## src/rtl/ocmp_pkg.sv

```systemverilog
package ocmp_pkg;
  localparam int unsigned OFS_STAT = 0;
  localparam int unsigned OFS_CTLA = 1;
  localparam int unsigned OFS_CTLB = 2;
  localparam int unsigned OFS_CMPH = 3;
  localparam int unsigned OFS_CMPL = 4;

  typedef struct packed {
    logic ien;   // interrupt enable
    logic lvl;   // programmed output level
    logic oen;   // pin enable
    logic frc;   // sticky force-level
  } ctl_t;

  function automatic logic pin_drive(input ctl_t c, input logic latch);
    if (!c.oen) return 1'b0;
    return c.frc ? c.lvl : latch;
  endfunction

  function automatic logic flag_next(input logic cur, input logic hit,
                                     input logic clr);
    if (hit) return 1'b1;
    if (clr) return 1'b0;
    return cur;
  endfunction
endpackage

```

## src/rtl/ocmp_regs.sv

```systemverilog
module ocmp_regs
  import ocmp_pkg::*;
#(
  parameter int DATA_W = 8,
  parameter int ADDR_W = 3,
  parameter int NBYTES = 2
) (
  input  logic                     clk,
  input  logic                     rst_n,
  input  logic [ADDR_W-1:0]        addr,
  input  logic                     rd,
  input  logic                     wr,
  input  logic [DATA_W-1:0]        wdata,
  input  logic                     flag,
  output logic [DATA_W-1:0]        rdata,
  output logic [NBYTES*DATA_W-1:0] cmp,
  output ctl_t                     ctl,
  output logic                     stat_rd,
  output logic                     lo_access
);
  localparam logic [ADDR_W-1:0] A_STAT = ADDR_W'(OFS_STAT);
  localparam logic [ADDR_W-1:0] A_CTLA = ADDR_W'(OFS_CTLA);
  localparam logic [ADDR_W-1:0] A_CTLB = ADDR_W'(OFS_CTLB);
  localparam logic [ADDR_W-1:0] A_CMPL = ADDR_W'(OFS_CMPL);

  logic [DATA_W-1:0] bytes_q [NBYTES];

  // Compare bytes: byte b sits at address OFS_CMPL - b.
  genvar b;
  generate
    for (b = 0; b < NBYTES; b++) begin : g_cmp
      localparam logic [ADDR_W-1:0] A_B = ADDR_W'(OFS_CMPL - b);
      always_ff @(posedge clk or negedge rst_n) begin
        if (!rst_n)              bytes_q[b] <= '0;
        else if (wr && addr == A_B) bytes_q[b] <= wdata;
      end
      assign cmp[b*DATA_W +: DATA_W] = bytes_q[b];
    end
  endgenerate

  always_ff @(posedge clk or negedge rst_n) begin
    if (!rst_n) begin
      ctl <= '0;
    end else if (wr) begin
      if (addr == A_CTLA) begin
        ctl.ien <= wdata[0];
        ctl.lvl <= wdata[1];
      end
      if (addr == A_CTLB) begin
        ctl.oen <= wdata[0];
        ctl.frc <= ctl.frc | wdata[1];
      end
    end
  end

  assign stat_rd   = rd && (addr == A_STAT);
  assign lo_access = (rd || wr) && (addr == A_CMPL);

  always_comb begin
    rdata = '0;
    if (rd) begin
      if (addr == A_STAT) rdata[0] = flag;
      else if (addr == A_CTLA) rdata[1:0] = {ctl.lvl, ctl.ien};
      else if (addr == A_CTLB) rdata[1:0] = {ctl.frc, ctl.oen};
      else begin
        for (int i = 0; i < NBYTES; i++)
          if (addr == ADDR_W'(OFS_CMPL - i)) rdata = bytes_q[i];
      end
    end
  end
endmodule

```

## src/rtl/ocmp_flag.sv

```systemverilog
module ocmp_flag
  import ocmp_pkg::*;
#(
  parameter int CNT_W = 16
) (
  input  logic             clk,
  input  logic             rst_n,
  input  logic [CNT_W-1:0] cnt,
  input  logic [CNT_W-1:0] cmp,
  input  logic             stat_rd,
  input  logic             lo_access,
  output logic             flag_q,
  output logic             arm_q,
  output logic             match_hit,
  output logic             set_evt,
  output logic             clr_evt
);
  assign match_hit = (cnt == cmp);
  assign set_evt   = match_hit && !flag_q;
  assign clr_evt   = arm_q && lo_access;

  always_ff @(posedge clk or negedge rst_n) begin
    if (!rst_n) begin
      flag_q <= 1'b0;
      arm_q  <= 1'b0;
    end else begin
      flag_q <= flag_next(flag_q, match_hit, clr_evt);
      if (clr_evt)                arm_q <= 1'b0;
      else if (stat_rd && flag_q) arm_q <= 1'b1;
    end
  end
endmodule

```

## src/rtl/ocmp_pin.sv

```systemverilog
module ocmp_pin
  import ocmp_pkg::*;
(
  input  logic clk,
  input  logic rst_n,
  input  logic set_evt,
  input  ctl_t ctl,
  output logic pin_latch,
  output logic pin_out,
  output logic pin_oe
);
  always_ff @(posedge clk or negedge rst_n) begin
    if (!rst_n)       pin_latch <= 1'b0;
    else if (set_evt) pin_latch <= ctl.lvl;
  end

  assign pin_out = pin_drive(ctl, pin_latch);
  assign pin_oe  = ctl.oen;
endmodule

```

## src/rtl/ocmp_channel.sv

```systemverilog
module ocmp_channel
  import ocmp_pkg::*;
#(
  parameter int DATA_W = 8,
  parameter int ADDR_W = 3,
  parameter int NBYTES = 2
) (
  input  logic                     clk,
  input  logic                     rst_n,
  input  logic [ADDR_W-1:0]        bus_addr,
  input  logic                     bus_rd,
  input  logic                     bus_wr,
  input  logic [DATA_W-1:0]        bus_wdata,
  output logic [DATA_W-1:0]        bus_rdata,
  input  logic [NBYTES*DATA_W-1:0] cnt_value,
  output logic                     pin_out,
  output logic                     pin_oe,
  output logic                     irq
);
  localparam int CNT_W = NBYTES * DATA_W;

  logic [CNT_W-1:0] cmp;
  ctl_t             ctl;
  logic             stat_rd, lo_access;
  logic             flag_q, arm_q, match_hit, set_evt, clr_evt;
  logic             pin_latch;

  ocmp_regs #(.DATA_W(DATA_W), .ADDR_W(ADDR_W), .NBYTES(NBYTES)) regs_i (
    .clk, .rst_n, .addr(bus_addr), .rd(bus_rd), .wr(bus_wr),
    .wdata(bus_wdata), .flag(flag_q), .rdata(bus_rdata), .cmp, .ctl,
    .stat_rd, .lo_access
  );

  ocmp_flag #(.CNT_W(CNT_W)) flag_i (
    .clk, .rst_n, .cnt(cnt_value), .cmp, .stat_rd, .lo_access,
    .flag_q, .arm_q, .match_hit, .set_evt, .clr_evt
  );

  ocmp_pin pin_i (
    .clk, .rst_n, .set_evt, .ctl, .pin_latch, .pin_out, .pin_oe
  );

  assign irq = flag_q && ctl.ien;
endmodule

```

## config.mk

```make
export PLATFORM = sky130hd
export DESIGN_NAME = ocmp_channel
export DESIGN_NICKNAME = d
export VERILOG_FILES = /design/src/rtl/ocmp_pkg.sv /design/src/rtl/ocmp_regs.sv /design/src/rtl/ocmp_flag.sv /design/src/rtl/ocmp_pin.sv /design/src/rtl/ocmp_channel.sv
export SDC_FILE = /design/constraint.sdc
export NUM_CORES = 1
export LEC_CHECK = 0
export ABC_AREA = 1
export BUFFER_PORTS_ARGS = -buffer_cell sky130_fd_sc_hd__buf_2
export CORE_MARGIN = 2
export CORE_UTILIZATION = 55
export DETAILED_ROUTE_END_ITERATION = 7
export PLACE_DENSITY_LB_ADDON = 0.15
export REMOVE_ABC_BUFFERS = 1
export SLEW_MARGIN = 20
export SYNTH_ARGS = -nofsm -noshare
export SYNTH_HDL_FRONTEND = slang
export SYNTH_SLANG_ARGS = --single-unit
```

## constraint.sdc

```tcl
create_clock -name clk -period 3.3 [get_ports clk]
set_clock_uncertainty 0.05 [all_clocks]
set_input_delay 0.165 -clock clk [delete_from_list [all_inputs] [get_ports clk]]
set_output_delay 0.165 -clock clk [all_outputs]
set_load 0.005 [all_outputs]
```

==> flow_summary_export.csv, run 1 <==
group,metric,value,unit
worst_setup_path,crit_chain,"inv_1 > o21ai_0 > a211oi_1 > nor2_1 > buf_2",
synth,synth_cell_types,19,
synth,synth_top_area_share,39.48,%
placed_design,gp_congestion,0.8927,
synth,avgSynthCellArea,6.686,um^2
cts,clockBufferDepth,2,
sta,fin_tns_setup,0,ns
synth,synth_top_family_by_area,"simple AND/OR/NAND/NOR gates",
pwr,worst_ir_drop_vdd,0.0002627,V
drt,route.detailed.drc,0,
cts,path_clk_slew,0.13,ns
grt,grt_pass1_wl,5.092,mm
synth,ys_warn_count,0,
worst_setup_path,r2r_setup_slack,1.98,ns
worst_hold_path,hold_end,"regs_i.cmp[7]",
sta,tightest_slew,0.4879,ns
synth,synth_seq_cells,23,
worst_setup_path,reg2reg_from,"regs_i.cmp[13]",
sta,finalHoldViolations,0,
grt,grt_max_degree,24,
worst_setup_path,cpPeakStageDelay,0.40,ns
sta,min_period,1.456,ns
grt,antenna_found_initial,0,
layout,drive_gt1_share,22.52,%
floorplan,pin_count,42,
drt,wire_per_inst,10.58,um
drt,vias_per_cell,4.818,
drt,ant_nets,0,
worst_setup_path,timing.rr.end,"pin_i.pin_latch",
cts,cts.repair.resized,0,
sta,rsz0062_at_grt,"no",
run,maxCapViolations,0,
floorplan,fp.coreArea,0.002500,mm^2
synth,synth.area.top_cells,"dfrtp_1, nand2_1, inv_1",
grt,grtUsageTotal,20.51,%
floorplan,dieHeight,55.48,um
synth,synth_xor_area_share,1.202,%
cts,cts_tree,"built",
worst_setup_path,required,3.08,ns
synth,syn_inst,218,
floorplan,start_util,58.31,%
drt,dr.pass1.iters,4,
floorplan,dieArea,0.003078,mm^2
synth,yosys.area_share.simple,32.70,%
pwr,p_leak,0.001012,uW
synth,yosys.area_share.adder,0,%
placed_design,place_hpwl,2.402,mm
layout,diodes,0,
cts,cts_root_buf,"clkbuf_4",
worst_setup_path,criticalPathCategory,"flip-flop to primary output",
drt,vias,1407,
worst_setup_path,worst-path-buf-inv,2,
worst_setup_path,cp-start-kind,"flip-flop",
cts,hold_buffers,1,
floorplan,row_count,18,
grt,overflow,0,
worst_hold_path,hold_path.startpoint,"bus_wdata[7]",
sta,setup_viol,0,
worst_setup_path,critical_path.top_delay_family,"flip-flops",
floorplan,die_width,55.48,um
worst_setup_path,cp_slowest_cell,"dfrtp_1",
worst_setup_path,rr_worst_depth,8,
cts,cts.sinks,23,
synth,yosysTopAreaCell,"dfrtp_1",
placed_design,postPlaceCellArea,0.001678,mm^2
worst_setup_path,path_max_fanout,3,
drt,drt-total-wl,3.090,mm
pwr,p_per_area,397.1,mW/mm^2
layout,finalNetCount,294,
placed_design,io_buffers,41,
drt,drt_iter0_markers,43,
worst_setup_path,arrival,1.24,ns
layout,area_growth_syn_to_layout,17.60,%
sta,relSlewSlack,67.37,%
sta,slew_viol_final,0,
synth,synth_area,0.001458,mm^2
synth,synth_compound_area_share,14.76,%
cts,postCtsSetupBuffers,0,
worst_hold_path,hold_class,"primary input to flip-flop",
layout,fin_cells,292,
cts,worstSkewPairLatency,0.31,ns
worst_hold_path,hold_depth,3,
layout,design_area,0.001714,mm^2
cts,cts_made_buffers,3,
placed_design,dp_cells,287,
sta,fin_crit_sh,44.13,%
run_status,outcome,"finished, final reports clean",
grt,grt_pass1_vias,1199,
cts,ctsHtreeMaxLevel,1,
sta,fmax,686.6,MHz
synth,synthMuxAreaShare,0,%
synth,seq_area_frac_synth,39.48,%
worst_setup_path,endpoint_kind,"primary output",
[worst register-to-register path: stages, from the launching register on]
cell     delay (ns)
dfrtp_1        0.44
nor2_1         0.12
nor2_1         0.05
nor2_1         0.09
nand2_1        0.08
nor2_1         0.20
nand3_1        0.10
nand2_1        0.07
nand2_1        0.04
[cells by family after synthesis]
kind of cell	count (synthesis)
simple gates	115
buf+inv	42
compound gates	36
flops	23
xor+xnor	2
[power by group]
part           switching [uW]  internal (uW)
Combinational             101           78.8
Clock                    82.1           47.1
Sequential               46.0            326
Total                     229            452
[layer usage]
| layer | global-route usage (%) | share of wire (%) | routed length [um] | vias up |
|---|---|---|---|---|
| met4 | 5.226 | 1.1 | 35 | 0 |
| met5 | 0 | 0 | 0 | - |
| met2 | 31.80 | 44 | 1363 | 38 |
| li1 | - | - | - | 760 |
| met1 | 30.56 | 50 | 1554 | 605 |
| met3 | 2.342 | 4.5 | 138 | 4 |
[area by class of cell]
class	instances	area (um^2)
fillers	239	785.8
multi-input cells	153	709.4
flip-flops and latches	23	575.6
repair buffers	42	215.2
inverters	40	150.1
well taps	30	37.54
clock buffers	4	26.28
[synthesized netlist by cell type, drive strengths merged]
cell type  number
o22ai           2
nor3            1
a21oi           7
o21ai          26
nand2          80
nor2           26
inv            40
xor2            2
nand3           6
dfrtp          23
buf             2
a211oi          1
nand4           2
[per-stage QoR]
step / total power, uW / worst slack, ns / util [%] / hold WS, ns
2_1_floorplan: 488.5 / 2.164 / - / -0.1806
3_3_place_gp: 550.3 / 1.915 / 67.12 / 0.1115
3_5_place_dp: 556.3 / 1.856 / 67.12 / 0.1110
4_1_cts: 684.9 / 1.839 / 68.57 / 0.05630
5_1_grt: 731.3 / 1.720 / 68.57 / 0.05231
6_report: 680.7 / 1.844 / 68.57 / 0.05681
[layout by cell type, fill, tap and decap left out, drive strengths merged]
| cell | count |
|---|---|
| xor2 | 2 |
| o22ai | 2 |
| inv | 40 |
| dfrtp | 23 |
| o21ai | 26 |
| nand3 | 6 |
| clkbuf | 4 |
| nand4 | 2 |
| a211oi | 1 |
| buf | 41 |
| a21oi | 7 |
| dlygate4sd3 | 1 |
| nor2 | 26 |
| nor3 | 1 |
| nand2 | 80 |
[how the worst max path moves through the flow]
stage	end	depth (start not counted)	start	slack, ns
3_3_place_gp	bus_rdata[0]	7	bus_addr[0]	1.91
2_1_floorplan	pin_i.pin_latch	8	regs_i.cmp[14]	2.16
6_report	bus_rdata[1]	5	regs_i.ctl[0]	1.84
5_1_grt	bus_rdata[0]	7	bus_addr[0]	1.72
3_5_place_dp	bus_rdata[0]	7	bus_addr[0]	1.86
4_1_cts	bus_rdata[1]	5	regs_i.ctl[0]	1.84
[flip-flops by register name, indices dropped and copies added, names as in the netlist]
register / flops
pin_i.pin_latch: 1
regs_i.cmp: 16
flag_i.flag_q: 1
flag_i.arm_q: 1
regs_i.ctl: 4
Power figures use the tool's default switching activity.
==> run 2: changes to the inputs <==
Settings changed: CORE_UTILIZATION 55 to 46.
Clock period 3.3 ns to 1.3 ns, I/O delays scaled along.
==> flow_summary_export.csv, run 2 (synthesis gave the netlist of run 1 again) <==
group,metric,value,unit
drt,wire_per_inst,10.86,um
cts,cts_made_buffers,3,
grt,grtUsageTotal,21.09,%
grt,grt_pass1_wl,5.664,mm
run_status,outcome,"finished with violations",
drt,route.detailed.drc,0,
placed_design,place_hpwl,2.527,mm
sta,finalHoldViolations,0,
floorplan,die_width,60.29,um
drt,drt-total-wl,3.452,mm
pwr,p_leak,0.001070,uW
worst_setup_path,path_max_fanout,3,
pwr,finalPower,1797,uW
cts,clockBufferDepth,2,
layout,largest_reg_flops,16,
cts,ctsHtreeMaxLevel,1,
cts,cts_root_buf,"clkbuf_4",
cts,cts_tree,"built",
drt,dr.pass1.iters,4,
grt,grt_pass1_vias,1317,
grt,grt_max_degree,24,
cts,path_clk_slew,0.13,ns
layout,area_growth_syn_to_layout,27.73,%
sta,fmax,751.6,MHz
sta,fin_crit_sh,102.4,%
sta,relSlewSlack,64.30,%
layout,drive_gt1_share,27.74,%
layout,seqCellArea,575.6,um^2
floorplan,pin_count,42,
drt,drt_iter0_markers,104,
layout,finalNetCount,306,
sta,rsz0062_at_grt,"yes",
grt,met2_usage,35.25,%
worst_setup_path,cp-start-kind,"flip-flop",
floorplan,dieArea,0.003635,mm^2
layout,final_util,61.49,%
grt,top_usage_layer,"met2",
layout,multi_input_area,733.2,um^2
sta,slew_viol_final,0,
cts,worstSkewPairLatency,0.31,ns
sta,min_period,1.331,ns
sta,worst_slack,-0.03057,ns
worst_setup_path,criticalPathCategory,"flip-flop to primary output",
grt,antenna_found_initial,0,
sta,holdWs,0.004549,ns
worst_hold_path,hold_class,"primary input to flip-flop",
pwr,p_per_area,965.4,mW/mm^2
sta,setup_viol,2,
sta,tightest_slew,0.5355,ns
run_status,violations,"setup timing",
placed_design,gp_congestion,0.8374,
grt,overflow,0,
worst_setup_path,endpoint_kind,"primary output",
floorplan,dieHeight,60.29,um
worst_setup_path,required,1.19,ns
floorplan,start_util,48.14,%
floorplan,row_count,20,
grt,met3_usage,2.597,%
worst_hold_path,hold_depth,3,
run,maxCapViolations,0,
floorplan,fp.coreArea,0.003028,mm^2
layout,layout_common_cells,"nand2_1, buf_2, inv_1",
cts,cts.sinks,23,
placed_design,io_buffers,41,
drt,vias_per_cell,4.635,
worst_setup_path,rr_worst_depth,9,
pwr,worst_ir_drop_vdd,0.0005200,V
worst_setup_path,arrival,1.22,ns
drt,vias,1474,
drt,ant_nets,0,
layout,nFillCells,301,
layout,diodes,0,
layout,layout_commonest_cell,"nand2_1",
grt,use_met1,28.30,%
run 2: changes by cell type in the layout (fill, tap and decap cells not counted), sizes merged:
cell / delta
clkbuf: -1
clkinv: +1
buf: +6
dlygate4sd3: +6
run 2: critical path, stage by stage, from the launching register on:
cell and delay [ns]:
dfrtp_1 0.41, inv_2 0.07, o21ai_1 0.09, a211oi_2 0.15, nor2_1 0.06, buf_2 0.12
run 2: path summary, 6_finish.rpt:
kind	endpoint	startpoint	slack (ns)
min reg2reg	flag_i.arm_q	flag_i.arm_q	0.46
min	regs_i.cmp[1]	bus_wdata[1]	0.005
min in group asynchronous	regs_i.ctl[1]	rst_n	0.19
max	bus_rdata[1]	regs_i.ctl[0]	-0.03
max reg2reg	pin_i.pin_latch	regs_i.cmp[9]	0.02
max in group asynchronous	regs_i.cmp[3]	rst_n	0.65
run 2: metrics by stage:
stage          setup slack, ns  cells  TNS (ns)  instance area, um^2
2_1_floorplan           0.1640    216         0                 1435
3_3_place_gp           0.07235    304         0                 1718
3_5_place_dp           0.04303    304         0                 1718
4_1_cts               -0.04381    316  -0.05833                 1829
5_1_grt                -0.1302    318   -0.3598                 1862
6_report              -0.03057    318  -0.04226                 1862
run 2: layout make-up:
cell class	count	share of cell area, %
clock inverters	1	0.2688
repair buffers	54	17.20
flip-flops and latches	23	30.91
clock buffers	3	1.210
multi-input cells	153	39.38
inverters	40	8.064
well taps	44	2.957
run 2: power breakdown:
| group | internal [uW] | total [uW] | switching, uW |
|---|---|---|---|
| registers | 828 | 940 | 112 |
| logic | 240 | 516 | 276 |
| clock network | 115 | 341 | 226 |
run 2: timing repair:
action / in CTS / in global routing
setup buffers: 1 / 2
endpoints found under the setup margin: 2 / 6
gates resized for setup: 5 / 7
pin swaps: 3 / 4
hold endpoints to repair: 35 / 0
hold buffers: 7 / 0
run 2: metal layers:
metal / share of wire (%) / wire length, um / up-vias
met4: 1.1 / 39 / 0
met3: 4.8 / 166 / 5
met1: 48 / 1643 / 645
met2: 46 / 1604 / 39
li1: - / - / 785
met5: 0 / 0 / -
